[src/rtl/pwr_tune_pkg.sv]
package pwr_tune_pkg;

  localparam int ADDR_W = 24;
  localparam int DATA_W = 32;
  localparam int STAT_W = 64;
  localparam int HALF_W = 31;

  localparam logic [ADDR_W-1:0] CTRL_ADDR = 24'h0aa001;
  localparam logic [ADDR_W-1:0] STAT_ADDR = 24'h408001;

  localparam int SEL_BIT    = 31;
  localparam int FREQ_VLD   = 16;
  localparam int SPD_LSB    = 17;
  localparam int SPD_W      = 3;
  localparam int RECV_BIT   = 61;
  localparam int CMPL_BIT   = 60;
  localparam int CUR_LSB    = 56;

  typedef logic [1:0]       speed_t;
  typedef logic [SPD_W-1:0] spd_code_t;

  localparam speed_t SPD_FULL = 2'd0;
  localparam speed_t SPD_HALF = 2'd1;

  typedef struct packed {
    logic [HALF_W-1:0] hi;
    logic [HALF_W-1:0] lo;
  } ctrl_pair_t;

  function automatic spd_code_t speed_field(input logic [DATA_W-1:0] d);
    return d[SPD_LSB +: SPD_W];
  endfunction

  function automatic logic speed_supported(input spd_code_t c);
    return (c == spd_code_t'(SPD_FULL)) || (c == spd_code_t'(SPD_HALF));
  endfunction

  function automatic speed_t resolve_speed(input speed_t cur, input spd_code_t c);
    return speed_supported(c) ? speed_t'(c) : cur;
  endfunction

  function automatic logic [STAT_W-1:0] pack_status(input logic recv,
                                                    input logic cmpl,
                                                    input speed_t cur);
    logic [STAT_W-1:0] w;
    w = '0;
    w[RECV_BIT] = recv;
    w[CMPL_BIT] = cmpl;
    w[CUR_LSB +: 2] = cur;
    return w;
  endfunction

  function automatic logic [STAT_W-1:0] pack_ctrl(input ctrl_pair_t p);
    return {1'b0, p.hi, 1'b0, p.lo};
  endfunction

endpackage

[src/rtl/pcr_write_decode.sv]
module pcr_write_decode
  import pwr_tune_pkg::*;
(
  input  logic              clk,
  input  logic              rst_n,
  input  logic              wr_en,
  input  logic [ADDR_W-1:0] wr_addr,
  input  logic [DATA_W-1:0] wr_data,
  output ctrl_pair_t        pair_o,
  output logic              start_o,
  output logic              clear_o,
  output spd_code_t         tgt_o
);

  ctrl_pair_t pair_q;
  logic       hit, to_lo, to_hi;
  logic [HALF_W-1:0] nxt_hi, nxt_lo;

  assign hit    = wr_en && (wr_addr == CTRL_ADDR);
  assign to_lo  = hit && wr_data[SEL_BIT];
  assign to_hi  = hit && !wr_data[SEL_BIT];
  assign nxt_hi = to_hi ? wr_data[HALF_W-1:0] : pair_q.hi;
  assign nxt_lo = to_lo ? wr_data[HALF_W-1:0] : pair_q.lo;

  assign start_o = to_lo && wr_data[FREQ_VLD];
  assign clear_o = hit && (nxt_hi == '0) && (nxt_lo == '0);
  assign tgt_o   = speed_field(wr_data);
  assign pair_o  = pair_q;

  always_ff @(posedge clk) begin
    if (!rst_n) begin
      pair_q <= '0;
    end else begin
      pair_q.hi <= nxt_hi;
      pair_q.lo <= nxt_lo;
    end
  end

  assert_clear_zero_R8: assert property (@(posedge clk) disable iff (!rst_n)
    clear_o |=> (pair_q == '0));

  assert_hi_write_no_start_R6: assert property (@(posedge clk) disable iff (!rst_n)
    (wr_en && !wr_data[SEL_BIT]) |-> !start_o);

endmodule

[src/rtl/speed_sequencer.sv]
module speed_sequencer
  import pwr_tune_pkg::*;
#(
  parameter int SETTLE_CYC = 8
) (
  input  logic      clk,
  input  logic      rst_n,
  input  logic      start_i,
  input  logic      clear_i,
  input  spd_code_t tgt_i,
  output logic      recv_o,
  output logic      cmpl_o,
  output speed_t    cur_o
);

  localparam int CNT_W = (SETTLE_CYC > 1) ? $clog2(SETTLE_CYC) : 1;
  localparam logic [CNT_W-1:0] LAST = CNT_W'(SETTLE_CYC - 1);

  typedef enum logic {ST_IDLE, ST_SETTLE} seq_state_t;

  seq_state_t       state_q;
  logic [CNT_W-1:0] cnt_q;
  spd_code_t        tgt_q;
  logic             recv_q, cmpl_q;
  speed_t           cur_q;
  logic             accept, finish;

  assign accept = start_i && (state_q == ST_IDLE) && !clear_i;
  assign finish = (state_q == ST_SETTLE) && (cnt_q == LAST) && !clear_i;

  always_ff @(posedge clk) begin
    if (!rst_n) begin
      state_q <= ST_IDLE;
      cnt_q   <= '0;
      tgt_q   <= '0;
      recv_q  <= 1'b0;
      cmpl_q  <= 1'b0;
      cur_q   <= SPD_FULL;
    end else if (clear_i) begin
      state_q <= ST_IDLE;
      cnt_q   <= '0;
      recv_q  <= 1'b0;
      cmpl_q  <= 1'b0;
    end else if (accept) begin
      state_q <= ST_SETTLE;
      cnt_q   <= '0;
      tgt_q   <= tgt_i;
      recv_q  <= 1'b1;
      cmpl_q  <= 1'b0;
    end else if (finish) begin
      state_q <= ST_IDLE;
      cnt_q   <= '0;
      recv_q  <= 1'b0;
      cmpl_q  <= 1'b1;
      cur_q   <= resolve_speed(cur_q, tgt_q);
    end else if (state_q == ST_SETTLE) begin
      cnt_q <= cnt_q + 1'b1;
    end
  end

  assign recv_o = recv_q;
  assign cmpl_o = cmpl_q;
  assign cur_o  = cur_q;

  assert_flags_exclusive_R10: assert property (@(posedge clk) disable iff (!rst_n)
    !(recv_q && cmpl_q));

  assert_speed_legal_R5: assert property (@(posedge clk) disable iff (!rst_n)
    cur_q <= SPD_HALF);

  assert_speed_moves_on_done_R4: assert property (@(posedge clk) disable iff (!rst_n)
    !$stable(cur_q) |-> $rose(cmpl_q));

  assert_recv_from_start_R3: assert property (@(posedge clk) disable iff (!rst_n)
    $rose(recv_q) |-> $past(start_i));

  assert_recv_drop_completes_R4: assert property (@(posedge clk) disable iff (!rst_n)
    ($fell(recv_q) && !$past(clear_i)) |-> cmpl_q);

  assert_busy_keeps_target_R7: assert property (@(posedge clk) disable iff (!rst_n)
    ($past(recv_q) && recv_q) |-> (tgt_q == $past(tgt_q)));

  assert_clear_drops_flags_R8: assert property (@(posedge clk) disable iff (!rst_n)
    $past(clear_i) |-> (!recv_q && !cmpl_q));

  assert_count_bound_R3: assert property (@(posedge clk) disable iff (!rst_n)
    cnt_q <= LAST);

endmodule

[src/rtl/status_read_port.sv]
module status_read_port
  import pwr_tune_pkg::*;
(
  input  logic              clk,
  input  logic              rst_n,
  input  logic              rd_en,
  input  logic [ADDR_W-1:0] rd_addr,
  input  ctrl_pair_t        pair_i,
  input  logic              recv_i,
  input  logic              cmpl_i,
  input  speed_t            cur_i,
  output logic [STAT_W-1:0] rd_data
);

  logic [STAT_W-1:0] rd_q, rd_nxt;
  logic              mapped;

  assign mapped = (rd_addr == CTRL_ADDR) || (rd_addr == STAT_ADDR);

  always_comb begin
    rd_nxt = '0;
    if (rd_addr == CTRL_ADDR)      rd_nxt = pack_ctrl(pair_i);
    else if (rd_addr == STAT_ADDR) rd_nxt = pack_status(recv_i, cmpl_i, cur_i);
  end

  always_ff @(posedge clk) begin
    if (!rst_n)     rd_q <= '0;
    else if (rd_en) rd_q <= rd_nxt;
  end

  assign rd_data = rd_q;

  assert_unmapped_zero_R9: assert property (@(posedge clk) disable iff (!rst_n)
    ($past(rd_en) && !$past(mapped)) |-> (rd_q == '0));

  assert_speed_mirror_R4: assert property (@(posedge clk) disable iff (!rst_n)
    ($past(rd_en) && $past(rd_addr) == STAT_ADDR) |-> (rd_q[CUR_LSB +: 2] == $past(cur_i)));

endmodule

[src/rtl/pwr_tune_ctrl.sv]
module pwr_tune_ctrl
  import pwr_tune_pkg::*;
#(
  parameter int SETTLE_CYC = 8
) (
  input  logic              clk,
  input  logic              rst_n,
  input  logic              wr_en,
  input  logic [ADDR_W-1:0] wr_addr,
  input  logic [DATA_W-1:0] wr_data,
  input  logic              rd_en,
  input  logic [ADDR_W-1:0] rd_addr,
  output logic [STAT_W-1:0] rd_data,
  output logic [1:0]        cur_speed
);

  ctrl_pair_t pair;
  logic       start_req, clear_req, recv, cmpl;
  spd_code_t  tgt_code;
  speed_t     cur;

  pcr_write_decode u_dec (
    .clk     (clk),
    .rst_n   (rst_n),
    .wr_en   (wr_en),
    .wr_addr (wr_addr),
    .wr_data (wr_data),
    .pair_o  (pair),
    .start_o (start_req),
    .clear_o (clear_req),
    .tgt_o   (tgt_code)
  );

  speed_sequencer #(.SETTLE_CYC(SETTLE_CYC)) u_seq (
    .clk     (clk),
    .rst_n   (rst_n),
    .start_i (start_req),
    .clear_i (clear_req),
    .tgt_i   (tgt_code),
    .recv_o  (recv),
    .cmpl_o  (cmpl),
    .cur_o   (cur)
  );

  status_read_port u_rd (
    .clk     (clk),
    .rst_n   (rst_n),
    .rd_en   (rd_en),
    .rd_addr (rd_addr),
    .pair_i  (pair),
    .recv_i  (recv),
    .cmpl_i  (cmpl),
    .cur_i   (cur),
    .rd_data (rd_data)
  );

  assign cur_speed = cur;

  assert_start_needs_ctrl_R6: assert property (@(posedge clk) disable iff (!rst_n)
    start_req |-> (wr_en && wr_addr == CTRL_ADDR && wr_data[FREQ_VLD]));

endmodule

[config.mk]
export PLATFORM = sky130hd
export DESIGN_NAME = pwr_tune_ctrl
export DESIGN_NICKNAME = d
export VERILOG_FILES = /design/src/rtl/pwr_tune_pkg.sv /design/src/rtl/pcr_write_decode.sv /design/src/rtl/speed_sequencer.sv /design/src/rtl/status_read_port.sv /design/src/rtl/pwr_tune_ctrl.sv
export SDC_FILE = /design/constraint.sdc
export NUM_CORES = 1
export LEC_CHECK = 0
export BUFFER_PORTS_ARGS = -buffer_cell sky130_fd_sc_hd__buf_4
export CELL_PAD_IN_SITES_DETAIL_PLACEMENT = 1
export CELL_PAD_IN_SITES_GLOBAL_PLACEMENT = 1
export CORE_ASPECT_RATIO = 2
export CORE_MARGIN = 5
export CORE_UTILIZATION = 40
export DETAILED_ROUTE_END_ITERATION = 16
export GPL_ROUTABILITY_DRIVEN = 0
export PLACE_DENSITY = 0.85
export SLEW_MARGIN = 25
export SYNTH_ARGS = -nofsm -noshare
export SYNTH_HDL_FRONTEND = slang
export SYNTH_SLANG_ARGS = --single-unit
[constraint.sdc]
create_clock -name clk -period 4.68 [get_ports clk]
set_input_delay 0.234 -clock clk [delete_from_list [all_inputs] [get_ports clk]]
set_output_delay 0.234 -clock clk [all_outputs]
set_load 0.03 [all_outputs]
# [Yosys cells after proc, flatten, opt, wreduce, memory -nomap -nowiden]
# Index checks and enable logic that the tools add are counted.
[word_totals] register_bits=136 latchBits=0 mem_bits_rw=0 romBits=0 in_bits=84 output_inout_bits=66 wordCells=46 memories=0
[classes] addsub=1 mul=0 n_div=0 magnitude_cmp=0 eq_ne=5 n_shift=0 n_mux=6 bitwise=4 reduce_logical=22
[op_table] operator="$mux W64" count=1
[op_table] operator="$logic_not A31 Y1" count=2
[op_table] operator="$mux W31" count=2
[op_table] operator="$mux W62" count=1
[op_table] operator="$eq A24 B20 Y1 const B" count=2
[op_table] operator="$eq A24 B23 Y1 const B" count=1
[op_table] operator="$logic_and A1 B1 Y1" count=10
[op_table] operator="$not A1 Y1" count=4
[op_table] operator="$reduce_and A4 Y1" count=1
[op_table] operator="$reduce_or A4 Y1" count=1
[op_table] operator="$add A3 B1 Y3 const B" count=1
[op_table] operator="$eq A3 B1 Y1 const B" count=1
[op_table] operator="$eq A3 B3 Y1 const B" count=1
[op_table] operator="$logic_not A3 Y1" count=1
[op_table] operator="$reduce_or A3 Y1" count=1
[op_table] operator="$logic_not A1 Y1" count=2
[op_table] operator="$mux W1" count=2
[op_table] operator="$reduce_and A2 Y1" count=1
[op_table] operator="$reduce_bool A2 Y1" count=1
[op_table] operator="$reduce_or A2 Y1" count=1
[op_table] operator="$logic_or A1 B1 Y1" count=1

# [Logic depth before layout (Yosys ltp)]
[logic_depth] depth_word=11 depth_mapped=7

# [Cells and area by module]
# Synthesis repeated with hierarchy kept, for this count alone.
[hier_totals] hier_cells=706 hier_area_um2=6108.4
[modules_own_cells] mod="pcr_write_decode" instances=1 cells_each=365 area_per_inst_um2=2914.0 seq_area_each_um2=1241.2
[modules_own_cells] mod="status_read_port" instances=1 cells_each=298 area_per_inst_um2=2738.9 seq_area_each_um2=1241.2
[modules_own_cells] mod="speed_sequencer" instances=1 cells_each=43 area_per_inst_um2=455.4 seq_area_each_um2=200.2

# [Worst setup path before layout]
# Ideal clock, no wire load.
[synth_path] path_kind="input port to flip-flop" startpoint="input wr_addr[12]" endpoint="register u_seq.cmpl_q (netlist: u_seq.cmpl_o)" arrival_ns=1.816 required_time_ns=4.540 path_slack_ns=2.724 stages=6 path_buffers=0 path_cell_list="nor4b_1 -> nand4_1 -> nor4_4 -> mux2i_1 -> o31ai_1 -> nor3b_1"
[synth_via] elab_chain_cells=10 elab_cells_between_ends=16
[synth_rtl] element="start: declaration" line_no="pwr_tune_ctrl.sv:9" source="input logic [ADDR_W-1:0] wr_addr,"
[synth_rtl] element="$eq A24 B20 Y1 *" line_no="pcr_write_decode.sv:19" source="assign hit = wr_en && (wr_addr == CTRL_ADDR);"
[synth_rtl] element="$logic_and A1 B1 Y1 *" line_no="pcr_write_decode.sv:19"
[synth_rtl] element="$logic_and A1 B1 Y1" line_no="pcr_write_decode.sv:21" source="assign to_hi = hit && !wr_data[SEL_BIT];"
[synth_rtl] element="$mux W31" line_no="pcr_write_decode.sv:22" source="assign nxt_hi = to_hi ? wr_data[HALF_W-1:0] : pair_q.hi;"
[synth_rtl] element="$logic_not A31 Y1" line_no="pcr_write_decode.sv:26" source="assign clear_o = hit && (nxt_hi == '0) && (nxt_lo == '0);"
[synth_rtl] element="$logic_and A1 B1 Y1 (2 in a row)" line_no="pcr_write_decode.sv:26"
[synth_rtl] element="$logic_not A1 Y1" line_no="speed_sequencer.sv:28, speed_sequencer.sv:29"
[synth_rtl] element="$logic_and A1 B1 Y1" line_no="speed_sequencer.sv:28" source="assign accept = start_i && (state_q == ST_IDLE) && !clear_i;"
[synth_rtl] element="$reduce_or A3 Y1 (no line)"
[synth_rtl] element="end signal: assignment" line_no="speed_sequencer.sv:37" source="cmpl_q <= 1'b0;"
[synth_rtl] element="end signal: assignment" line_no="speed_sequencer.sv:43" source="cmpl_q <= 1'b0;"
[synth_rtl] element="end signal: assignment" line_no="speed_sequencer.sv:49" source="cmpl_q <= 1'b0;"
[synth_rtl] element="end: declaration" line_no="speed_sequencer.sv:24" source="logic recv_q, cmpl_q;"
# Every way passes the cells marked *; elsewhere a longest branch is shown, timed or not.
# A chain may end at the register's enable or synchronous reset.

# [Worst setup path in the final report]
[layout_path] startpoint="register u_dec.pair_q, in the netlist u_dec.pair_o[23]" endpoint="register u_seq.cnt_q[2]"
[layout_via] elab_chain_cells=6 elab_cells_between_ends=7
[layout_rtl] element="start: declaration" line_no="pcr_write_decode.sv:15" source="ctrl_pair_t pair_q;"
[layout_rtl] element="$mux W31 *" line_no="pcr_write_decode.sv:23" source="assign nxt_lo = to_lo ? wr_data[HALF_W-1:0] : pair_q.lo;"
[layout_rtl] element="$logic_not A31 Y1 *" line_no="pcr_write_decode.sv:26"
[layout_rtl] element="$logic_and A1 B1 Y1 *" line_no="pcr_write_decode.sv:26"
[layout_rtl] element="$logic_not A1 Y1" line_no="speed_sequencer.sv:28, speed_sequencer.sv:29"
[layout_rtl] element="$logic_and A1 B1 Y1, on equally long branches" line_no="speed_sequencer.sv:29, speed_sequencer.sv:28"
[layout_rtl] element="$reduce_or A4 Y1 (no line) *"
[layout_rtl] element="end signal: assignment" line_no="speed_sequencer.sv:57" source="cnt_q <= cnt_q + 1'b1;"
[layout_rtl] element="end: declaration" line_no="speed_sequencer.sv:22" source="logic [CNT_W-1:0] cnt_q;"
# Marks and branches as above.

==> flow_metrics.tcl <==
set metrics [dict create \
    initial_core_util_pct 40.6 \
    grt_use_met1_pct 24.3 \
    first_iter_violations 323 \
    internal-power_uw 2020 \
    fin_ws_ps 2270 \
    synthMuxAreaShare_pct 0.968 \
    whs_path_depth 3 \
    vias_per_cell 5.81 \
    cp_max_fo 5 \
    finalSetupTns_ps 0 \
    critical-path-slowest-cell "o31ai_1" \
    grt_max_degree 125 \
    die-area_um2 16100 \
    status "finished clean" \
    p_sw_share_pct 22.8 \
    final_nets 879 \
    overflow 0 \
    rsz0062_at_grt "no" \
    dr_total_vias 5567 \
    dp_slack_ps 1920 \
    final_cell_area_um2 7150 \
    clock-sinks 134 \
    dp_hpwl_um 14500 \
    yosysWarnings 0 \
    port_buffers 147 \
    tritoncts "done" \
    ys_ff_latch 134 \
    drc_errors 0 \
    synth_edf_count 0 \
    slew_headroom_pct 36.2 \
    criticalPathCategory "register to register" \
    synth-main-ff-cell "dfxtp_1" \
    wl_um 19900 \
    die_w_um 92.4 \
    root_buffer "clkbuf_16" \
    skew_ps 10.1 \
    seqPwrFrac_pct 43.8 \
    grt_pass1_vias 5934 \
    cts_buffers 17 \
    die_height_um 175 \
    maxSlewViolCount 0 \
    reg2regPathDepth 5 \
    worst_r2r_startpoint "u_dec.pair_o[23]$_SDFF_PN0_" \
    comb_power_share_pct 5.6 \
    rrSetupSlack_ps 2270 \
    netlist_area_um2 5430 \
    hold_class "input port to register" \
    ys_types 37 \
    clockBufferDepth 2 \
    synthArstFlopShare_pct 0 \
    synth-compound-area-share_pct 13.6 \
    fin_crit_ps 2410 \
    setup_viol 0 \
    p_total_uw 2610 \
    ir_drop_v 0.000261 \
    critPathLaunchType "register" \
    hold_violations 0 \
    tightest_slew_ps 957 \
    fmax_ghz 0.414 \
    top_usage_layer "met2" \
    cts_resized 0 \
    grt_pass1_wl_um 31000 \
    instances_no_fill 959 \
    antenna_found_initial 0 \
    fp.coreArea_um2 13400 \
    synth_xor_xnor_area_share_pct 0.161 \
    holdCritStartpoint "wr_data[30]" \
    critPathCaptureType "register" \
    maxCapViolCount 0 \
    synth_top_family_by_area "simple AND/OR/NAND/NOR gates" \
    antenna_cells 0 \
    arrival_ps 2690 \
    crit_family "simple AND/OR/NAND/NOR gates" \
    grt_usage_pct 24.6 \
    critical_path.max_stage_delay_ps 600 \
    layout_commonest_cell "buf_4" \
    p_sw_uw 596 \
    synthAdderAreaFrac_pct 0.461 \
    antenna_left 0 \
    fp-row-count 60 \
    hold_end "u_dec.pair_o[61]$_SDFF_PN0_" \
    avgRoutedWirePerCell_um 20.8 \
    clk_pin_slew_ps 60 \
    io_pins 150 \
    grtUsageMet3_pct 5.51 \
    use_met2_pct 45.4 \
    finalCritPeriodShare_pct 51.6 \
    htree_levels 4 \
    clkPwrFrac_pct 50.6 \
    powerDensity_nw_per_um2 365 \
    drive_above_1_share_pct 23.6 \
    drt_first_pass_iters 7 \
    r2r-end "u_seq.cnt_q[2]$_SDFFE_PP0P_" \
    yosys.area_share.simple_pct 31.6 \
    synth_seq_area_share_pct 49.4 \
    cts_setup_buffers 0 \
    post_dp_cell_area_um2 6570 \
    avgSynthCellArea_um2 8.05 \
    crit_buf_inv 0 \
    worstPathCellList "or4_1, nor3_1, mux2i_1, o31ai_1, nor2_1" \
    synthCells 674 \
    clk_latency_ps 420 \
    layout_common_cells "150 x buf_4, 137 x nand2_1, 134 x dfxtp_1, 122 x a21oi_1, 66 x nand3_1" \
    p_leak_uw 0.00262 \
    placedCellCount 929 \
    hold_buffers 0 \
    area_growth_pct 31.7 \
    cp_data_required_time_ps 4950 \
]
-- how the worst max path moves through the flow --
| stage | cells past startpoint | endpoint | from | slack [ps] |
|---|---|---|---|---|
| after CTS | 5 | u_seq.cnt_q[2]$_SDFFE_PP0P_ | u_dec.pair_o[0]$_SDFF_PN0_ | 2290 |
| final | 5 | u_seq.cnt_q[2]$_SDFFE_PP0P_ | u_dec.pair_o[23]$_SDFF_PN0_ | 2270 |
| after global routing | 6 | u_seq.cnt_q[2]$_SDFFE_PP0P_ | u_dec.pair_o[7]$_SDFF_PN0_ | 2060 |
| after detailed placement | 7 | u_dec.pair_o[57]$_SDFF_PN0_ | wr_addr[12] | 1920 |
| after floorplan | 6 | u_seq.cmpl_o$_SDFFE_PP0P_ | wr_addr[12] | 2720 |
| after global placement | 7 | u_dec.pair_o[31]$_SDFF_PN0_ | wr_addr[12] | 1950 |
-- layout make-up --
cell class | count | area, um^2
Fill cell | 1610 | 6220
Tap cell | 155 | 194
Clock buffer | 19 | 453
Timing Repair Buffer | 150 | 1130
Clock inverter | 11 | 124
Multi-Input combinational cell | 489 | 2560
Inverter | 1 | 5.00
Sequential cell | 134 | 2680
-- routing by layer --
layer | vias to the layer above | share of wire (%)
li1 | 2568 | -
met1 | 2686 | 34
met2 | 233 | 53
met3 | 80 | 6.3
met4 | 0 | 6.6
met5 | - | 0
-- registers in the layout, summed over array words and instances, names as in the netlist --
name,count
u_dec.pair_o,62
u_rd.rd_data,62
u_seq.cmpl_o,1
u_seq.cnt_q,3
u_seq.cur_o,2
u_seq.state_q,1
u_seq.tgt_q,3
-- power by group through the flow --
stage	Clock (uW)	Sequential, uW	Combinational (uW)
3_5_place_dp	0	1170	144
5_1_grt	1380	1140	155
3_3_place_gp	0	1170	141
2_1_floorplan	0	1170	53.6
4_1_cts	1330	1140	145
6_report	1320	1140	146
-- synth_stat cells (2+ instances only) --
cell | count | area, um^2
o21ai_0 | 2 | 10.0
dfxtp_1 | 134 | 2680
nor3_1 | 12 | 60.1
nor4b_1 | 10 | 87.6
nand3b_1 | 2 | 15.0
nand4_1 | 5 | 31.3
or4_1 | 5 | 37.5
clkbuf_1 | 46 | 173
buf_1 | 3 | 11.3
nand2b_1 | 62 | 388
mux2i_1 | 3 | 30.0
a211oi_1 | 4 | 30.0
a21oi_1 | 122 | 611
mux2_2 | 2 | 22.5
nand2_1 | 137 | 514
nand4b_1 | 2 | 17.5
nor2_1 | 14 | 52.6
ha_1 | 2 | 25.0
buf_4 | 2 | 15.0
nand3_1 | 66 | 330
nor4_1 | 19 | 119
nor2b_1 | 2 | 12.5
a22oi_1 | 4 | 30.0
-- stage by stage --
step	utilization [%]	hold WS [ps]
2_1_floorplan	-	374
3_3_place_gp	49.1	456
3_5_place_dp	49.2	464
4_1_cts	53.5	90.2
5_1_grt	53.5	111
6_report	53.5	106
-- worst min-delay path: stages --
cell,delay [ps]
buf_4,120
nand2_1,50
a21oi_1,60
-- cell families after synthesis --
| logic type | after synthesis |
|---|---|
| buf+inv | 52 |
| compound gates | 138 |
| other cells | 1 |
| simple gates | 341 |
| flops | 134 |
| fa+ha+maj | 2 |
| xor+xnor | 1 |
| mux | 5 |
Power figures use the tool's default switching activity.
